`src/rtl/i2c_cmd_master.sv`:
```
module i2c_cmd_master #(
  parameter int PHASE_CLKS = 63
) (
  input  logic        clk,
  input  logic        rst_n,
  input  logic [1:0]  reg_addr,
  input  logic        reg_we,
  input  logic [15:0] reg_wdata,
  output logic [15:0] reg_rdata,
  output logic        irq,
  output logic        scl_oe,
  input  logic        sda_i,
  output logic        sda_oe
);

  localparam int DCW = (PHASE_CLKS > 2) ? $clog2(PHASE_CLKS) : 1;
  localparam logic [DCW-1:0] DLAST = DCW'(PHASE_CLKS - 1);
  localparam logic [1:0] A_CTL = 2'd0, A_STAT = 2'd1, A_OWN = 2'd2, A_DATA = 2'd3;
  localparam int C_START = 0, C_STOP = 1, C_NACK = 2, C_TB = 3, C_MA = 4, C_IUE = 6;
  localparam int C_IE_TE = 8, C_IE_RF = 9, C_IE_BE = 10;

  typedef enum logic [1:0] {SEG_START, SEG_BITS, SEG_STOP} seg_t;

  logic [15:0]    ctl;
  logic [7:0]     dat, sh;
  logic [6:0]     own;
  logic           st_rwm, st_an, st_te, st_rf, st_be;
  logic           active, owned;
  seg_t           seg;
  logic [1:0]     q;
  logic [3:0]     bitn;
  logic [DCW-1:0] dcnt;
  logic           do_start, do_stop, do_read, do_nack, ma_only, ack_ok;

  logic ctl_wr, launch, ma_go, tick, seg_end, done, busy, res_ack;

  assign ctl_wr  = reg_we && reg_addr == A_CTL;
  assign launch  = ctl_wr && reg_wdata[C_IUE] && reg_wdata[C_TB] && !active;
  assign ma_go   = ctl_wr && reg_wdata[C_IUE] && !reg_wdata[C_TB] && reg_wdata[C_MA]
                   && !active && owned;
  assign tick    = active && dcnt == DLAST;
  assign seg_end = tick && q == 2'd3;
  assign done    = seg_end && (seg == SEG_STOP || (seg == SEG_BITS && bitn == 4'd8 && !do_stop));
  assign busy    = active || owned;
  assign res_ack = (seg == SEG_STOP) ? ack_ok : (do_read || !sda_i);

  always_ff @(posedge clk) begin
    if (!rst_n) begin
      active <= 1'b0; owned <= 1'b0; seg <= SEG_START; q <= 2'd0; bitn <= 4'd0;
      dcnt <= '0; sh <= 8'd0; ack_ok <= 1'b0;
      do_start <= 1'b0; do_stop <= 1'b0; do_read <= 1'b0; do_nack <= 1'b0; ma_only <= 1'b0;
    end else if (launch) begin
      active   <= 1'b1;
      seg      <= reg_wdata[C_START] ? SEG_START : SEG_BITS;
      q        <= 2'd0;
      bitn     <= 4'd0;
      dcnt     <= '0;
      sh       <= dat;
      do_start <= reg_wdata[C_START];
      do_stop  <= reg_wdata[C_STOP];
      do_nack  <= reg_wdata[C_NACK];
      do_read  <= !reg_wdata[C_START] && st_rwm;
      ma_only  <= 1'b0;
    end else if (ma_go) begin
      active   <= 1'b1;
      seg      <= SEG_STOP;
      q        <= 2'd0;
      dcnt     <= '0;
      do_start <= 1'b0;
      do_stop  <= 1'b1;
      do_read  <= 1'b0;
      ma_only  <= 1'b1;
    end else if (active) begin
      dcnt <= tick ? '0 : dcnt + 1'b1;
      if (tick) q <= q + 2'd1;
      if (seg_end) begin
        case (seg)
          SEG_START: begin seg <= SEG_BITS; bitn <= 4'd0; end
          SEG_BITS: begin
            if (bitn == 4'd8) begin
              ack_ok <= do_read || !sda_i;
              if (do_stop) seg <= SEG_STOP;
            end else begin
              sh   <= {sh[6:0], sda_i};
              bitn <= bitn + 4'd1;
            end
          end
          default: ;
        endcase
      end
      if (done) begin
        active <= 1'b0;
        owned  <= !do_stop;
      end
    end
  end

  always_ff @(posedge clk) begin
    if (!rst_n) begin
      ctl <= 16'd0; dat <= 8'd0; own <= 7'd0;
      st_rwm <= 1'b0; st_an <= 1'b0; st_te <= 1'b0; st_rf <= 1'b0; st_be <= 1'b0;
    end else begin
      if (ctl_wr) ctl <= reg_wdata & 16'hFFF7;
      if (reg_we && reg_addr == A_OWN) own <= reg_wdata[6:0];
      if (reg_we && reg_addr == A_DATA) dat <= reg_wdata[7:0];
      if (launch && reg_wdata[C_START]) st_rwm <= dat[0];
      if (reg_we && reg_addr == A_STAT) begin
        if (reg_wdata[6]) st_te <= 1'b0;
        if (reg_wdata[7]) st_rf <= 1'b0;
        if (reg_wdata[10]) st_be <= 1'b0;
      end
      if (done && !ma_only) begin
        if (res_ack) begin
          st_an <= 1'b0;
          if (do_read) begin
            st_rf <= 1'b1;
            dat   <= sh;
          end else begin
            st_te <= 1'b1;
          end
        end else begin
          st_te <= 1'b1;
          st_be <= 1'b1;
          st_an <= 1'b1;
        end
      end
    end
  end

  always_comb begin
    scl_oe = owned;
    sda_oe = 1'b0;
    if (active) begin
      case (seg)
        SEG_START: begin
          scl_oe = (q == 2'd0) || (q == 2'd3);
          sda_oe = q[1];
        end
        SEG_BITS: begin
          scl_oe = !q[1];
          sda_oe = (bitn == 4'd8) ? (do_read && !do_nack) : (!do_read && !sh[7]);
        end
        default: begin
          scl_oe = (q == 2'd0);
          sda_oe = !q[1];
        end
      endcase
    end
  end

  always_comb begin
    case (reg_addr)
      A_CTL:   reg_rdata = ctl;
      A_STAT:  reg_rdata = {5'd0, st_be, 2'd0, st_rf, st_te, 3'd0, busy, st_an, st_rwm};
      A_OWN:   reg_rdata = {9'd0, own};
      default: reg_rdata = {8'd0, dat};
    endcase
  end

  assign irq = (st_te && ctl[C_IE_TE]) || (st_rf && ctl[C_IE_RF]) || (st_be && ctl[C_IE_BE]);


  stop_release_chk: assert property (@(posedge clk) disable iff (!rst_n)
    (done && do_stop) |=> (!scl_oe && !sda_oe));


  nack_flags_chk: assert property (@(posedge clk) disable iff (!rst_n)
    (done && !ma_only && !res_ack) |=> (st_be && st_an && st_te));


  irq_source_chk: assert property (@(posedge clk) disable iff (!rst_n)
    irq |-> (st_te || st_rf || st_be));


  no_relaunch_chk: assert property (@(posedge clk) disable iff (!rst_n)
    (active && !done) |=> ($stable(do_start) && $stable(do_read) && $stable(do_stop)));


  keep_mode_chk: assert property (@(posedge clk) disable iff (!rst_n)
    (reg_we && reg_addr == A_STAT && !done) |=> ($stable(st_rwm) && $stable(st_an)));


  busy_launch_chk: assert property (@(posedge clk) disable iff (!rst_n)
    launch |=> reg_addr != A_STAT || reg_rdata[2]);

endmodule

```
`config.mk`:
```
export PLATFORM = sky130hd
export DESIGN_NAME = i2c_cmd_master
export DESIGN_NICKNAME = d
export VERILOG_FILES = /design/src/rtl/i2c_cmd_master.sv
export SDC_FILE = /design/constraint.sdc
export NUM_CORES = 1
export LEC_CHECK = 0
export ABC_CLOCK_PERIOD_IN_PS = 2150
export CAP_MARGIN = 20
export CORE_MARGIN = 5
export CORE_UTILIZATION = 55
export DETAILED_ROUTE_END_ITERATION = 6
export GPL_TIMING_DRIVEN = 0
export PLACE_DENSITY = 0.82
export SYNTH_ARGS = -nofsm -noshare
export SYNTH_HDL_FRONTEND = slang
export SYNTH_SLANG_ARGS = --single-unit
```
`constraint.sdc`:
```
create_clock -name clk -period 2.15 [get_ports clk]
set_clock_uncertainty 0.05 [all_clocks]
set_input_delay 0.3225 -clock clk [delete_from_list [all_inputs] [get_ports clk]]
set_output_delay 0.3225 -clock clk [all_outputs]
set_load 0.02 [all_outputs]
```
Word-level counts from Yosys, hierarchy flattened
Cells that the tools add are included.

Register bits: 64. Input bits: 22. Output and inout port bits: 19.

Add/sub/neg operators: 3. Equality and inequality tests: 13. Mux-type cells: 51. Bitwise gates (word level): 3. Reductions and logical operators: 59.

Operators with widths (count): 2-to-1 mux 8 bit (10); case mux 16 bit (3 select lines) (1); 2-to-1 mux 1 bit (28); logical AND 1 bit (24); AND reduction 5 bit (3); 2-to-1 mux 2 bit (6); zero test 1 bit (10); nonzero test 2 bit (5); == test 2 bit (second input constant) (4); case mux 4 bit (2 select lines) (1); adder 6 x 1 -> 6 bit (second input constant) (1); == test 6 bit (second input constant) (1); zero test 2 bit (3); logical OR 1 bit (6); 2-to-1 mux 6 bit (1); inequality test 2 bit (second input constant) (3); AND reduction 6 bit (1); nonzero test 3 bit (2); adder 4 x 1 -> 4 bit (second input constant) (1); == test 2 x 1 -> 1 bit (second input constant) (2); == test 4 bit (second input constant) (1); 2-to-1 mux 4 bit (1); inequality test 4 x 3 -> 1 bit (second input constant) (1); inequality test 4 bit (second input constant) (1); other kinds (9) (12).

Longest topological paths before layout
Depth in word-level cells: 9. Gate-level depth with buffers: 7.

Worst setup path after synthesis
Ideal clock, no wire load.

Path kind: reg2out. From: register q[1]. To: output scl_oe. Arrival time: 1573 ps. Required time: 1778 ps. Path slack: 204 ps. Cell stages (with the launch flop): 7. Cells stage by stage: dfxtp_1 -> inv_1 -> ha_1 -> nor2b_1 -> a211oi_1 -> a21oi_1 -> a21boi_0.

Cells in the longest elaborated chain, start to end: 4. Elaborated cells on any way between the ends: 6. Those cells by class: eq/ne: 1; mux: 2; reduce/logical: 3.

Ends and longest elaborated chain: start, declared (RTL line 30) `logic [1:0] q;`; start signal, assigned (RTL line 75) `if (tick) q <= q + 2'd1;`; == test 2 bit / zero test 2 bit (equally long branches) (RTL line 136, 144); logical OR 1 bit (RTL line 136) `scl_oe = (q == 2'd0) || (q == 2'd3);`; case mux 1 bit (2 select lines) * (RTL line 134) `case (seg)`; 2-to-1 mux 1 bit * (RTL line 133) `if (active) begin`; end, declared (RTL line 11) `output logic scl_oe,`.

Mark *: on every way between the ends. The rest lies on a longest branch, timed or not.

Final worst setup path
From: register bitn[0]. To: output sda_oe.

Cells in the longest elaborated chain, start to end: 4.

Ends and longest elaborated chain: start, declared (RTL line 31) `logic [3:0] bitn;`; start signal, assigned (RTL line 85) `bitn <= bitn + 4'd1;`; == test 4 bit (RTL line 141) `sda_oe = (bitn == 4'd8) ? (do_read && !do_nack) : (!do_read && !sh[7]);`; 2-to-1 mux 1 bit (RTL line 141); case mux 1 bit (2 select lines) (RTL line 134); 2-to-1 mux 1 bit (RTL line 133); end, declared (RTL line 13) `output logic sda_oe`.

Every way passes these cells.

==> results by group <==
Critical path
  – Worst path required time: 1.78 ns
  – Crit start category: flop
  – Crit Path Class: flop to primary output
  – R2R Setup Slk: 0.25 ns
  – R2R depth: 7
  – Worst r2r src: bitn[0]
  – Worst setup EP type: primary output
  – Terminus of the critical flop-to-flop path: dat[4]
  – Crit path DAT: 1.71 ns
  – CP max FO: 4

Drt
  – WL final: 8.49 mm
  – Residual DRC: 0
  – DRT iter0 DRCs: 256
  – Routed Antenna Nets: 0
  – Vias post-DR: 3016
  – Routed WL per cell: 16.7 um
  – First-pass DRT Iterations: 5
  – Via/cell ratio: 5.93

Power and ir drop
  – Flop pwr share: 0.473
  – Switching Share: 0.235
  – Worst vdd ir: 0.000434 V
  – Gate power share: 0.085
  – Part of the power in the clock network: 0.442
  – P_int: 1.98 mW
  – Power Dens Cells: 646 mW/mm2
  – Net Sw Power: 0.610 mW
  – P_leak: 1.56 nW

Logic synthesis
  – Mapped Cells: 379
  – Synth area leaders: dfxtp_1, mux2i_1, nand2_1, nor2_1, a21oi_1
  – Post-synth ARST share: 0
  – Area leader, netlist: dfxtp_1
  – Count of cell types in the netlist: 53
  – Post-synth EDFFs: 0
  – Mapped Nets: 407
  – Post-Syn Area per Cell: 8.63 um2
  – Syn Std Cell Area: 0.00327 mm2
  – Register area share after synthesis: 0.392
  – Post-synth top cells: dfxtp_1, nand2_1, nor2_1
  – Main synth FF type: dfxtp_1
  – Most numerous cell in the Yosys netlist: dfxtp_1
  – Register bit total from synthesis: 64
  – Synth top area share: 0.392
  – Synth warnings: 0

Timing
  – RSZ-0062 raised after global routing: true
  – Worst Hold Slack: 0.402 ns
  – Final period utilization: 0.970
  – Fin crit period: 2.08 ns
  – Final hold viol count: 0
  – Worst Max-Slew Pin Slew: 0.554 ns
  – Slew HR: 0.630
  – Fmax: 480 MHz
  – Setup violators final: 0
  – Fin. max-slew vios: 0

Final layout
  – Finished Layout Cells: 509
  – Fill cells: 453
  – Layout cell share with drive strength beyond 1: 0.159
  – Layout Area Growth over Synthesis: 22.6%
  – Diode count: 0
  – Final #Nets: 457
  – Final core occ: 0.686

Clocking
  – Clock slew at the register clock pins of the worst setup and hold paths: 0.07 ns
  – Clk sinks: 64
  – TritonCTS clock tree: built
  – CTS root buf: clkbuf_8
  – Clk buf depth: 2
  – TritonCTS buffer count: 9
  – H-tree levels: 3
  – Clk Latency, worst-skew pair: 0.35 ns

Min path
  – Min-Delay Path Class: flop to flop
  – Worst Hold End: ctl[14]
  – Hold path start: ctl[14]
  – Hold Crit Depth: 2

Global routing
  – Gr usage total: 0.235
  – Pin count of the biggest net entering global routing: 12
  – Initial antenna violation count: 0
  – Vias in the first global route: 2964
  – Gr ovfl total: 0
  – First-pass GRT wire length: 14.0 mm

Placement
  – Port-buffer cells: 38
  – RePlAce Congestion: 0.859
  – Placed cell count: 492
  – DP HPWL: 6.10 mm

Die
  – I/O Pins: 41
  – Die Height: 87.1 um
  – Starting Density: 0.559
  – Core area: 0.00585 mm2
  – Die Width: 87.1 um
  – Num rows: 28
  – Die area: 0.00759 mm2

Outcome
  – Status: completed

Run
  – MaxCap Viol Count: 0
[flip-flops by register name, summed over array words and instances, names as in the netlist, 2 cells and up]
signal / flops
dat: 8
ctl: 15
dcnt: 6
own: 7
bitn: 4
seg: 2
q: 2
sh: 8
[worst max-delay path, stage by stage, from the launching register on]
cell and delay [ns]:
dfxtp_2 0.33, inv_1 0.07, ha_2 0.22, nand3b_4 0.11
nor3b_2 0.20, o21ai_0 0.12, a21boi_1 0.15, buf_4 0.16
[placed cells by master, fill, tap and decap left out, types with 8 or more instances in the layout]
cell type,count
mux2i_1,23
nor2_1,30
dfxtp_1,60
o21ai_0,17
nand3_1,21
buf_2,8
clkdlybuf4s50_1,31
clkbuf_1,10
nand2_1,61
mux2_2,10
clkbuf_8,10
a21oi_1,23
[stage by stage]
step                cell area [um2]  TNS [ns]  total power [mW]  setup slack [ns]
finish                         4010         0              2.59            0.0653
detailed placement             3740     -3.47              1.47            -0.296
global route                   4010   -0.0592              2.69           -0.0592
floorplan                      3270         0              1.37             0.204
CTS                            3980         0              2.60           0.00365
global placement               3740     -3.19              1.46            -0.306
[routing by layer]
metal,share of wire,track usage
met5,0,0
met4,0.023,0.0948
met3,0.072,0.0549
met2,0.46,0.371
met1,0.44,0.310
[final cells by class]
type                       count  area [um2]  share of cell area
timing repair buffer          39         377              0.0939
clock buffer                  10         138              0.0343
multi-input combinational    280        1850               0.462
inverter                       9        33.8             0.00842
tap                           75        93.8              0.0234
buffer                        26         145              0.0362
clock inverter                 6        82.6              0.0206
sequential                    64        1290               0.321
[power groups by stage]
stage / clock network (mW) / registers, mW / logic [mW]
after global routing: 1.22 / 1.23 / 0.239
final: 1.15 / 1.23 / 0.221
after detailed placement: 0 / 1.25 / 0.215
after global placement: 0 / 1.25 / 0.211
after floorplan: 0 / 1.25 / 0.125
after CTS: 1.15 / 1.23 / 0.217
[how the worst max path moves through the flow]
stage	startpoint	to	slack, ns	cells past startpoint
finish	bitn[0]	sda_oe	0.07	7
global route	bitn[0]	sda_oe	-0.06	7
CTS	active	reg_rdata[2]	0.004	3
detailed placement	reg_addr[1]	reg_rdata[1]	-0.30	4
global placement	reg_addr[1]	reg_rdata[1]	-0.31	4
floorplan	q[1]	scl_oe	0.20	6
[what timing repair did]
item,CTS,global route
pin swaps,2,2
endpoints found under the setup margin,17,11
resized for setup,30,10
hold buffers,0,0
setup buffers,0,1
[logic make-up (layout without fill, tap and decap cells)]
logic type / count (synthesis) / count (layout) / share of synthesized area
adders and majority gates: 6 / 6 / 0.0230
and+or+nand+nor: 160 / 160 / 0.251
buffers and inverters: 35 / 90 / 0.0524
xor gates and xnor gates: 7 / 7 / 0.0187
AOI/OAI and AO/OA: 70 / 70 / 0.131
muxes: 37 / 37 / 0.132
DFF: 64 / 64 / 0.392
Power figures use the tool's default switching activity.
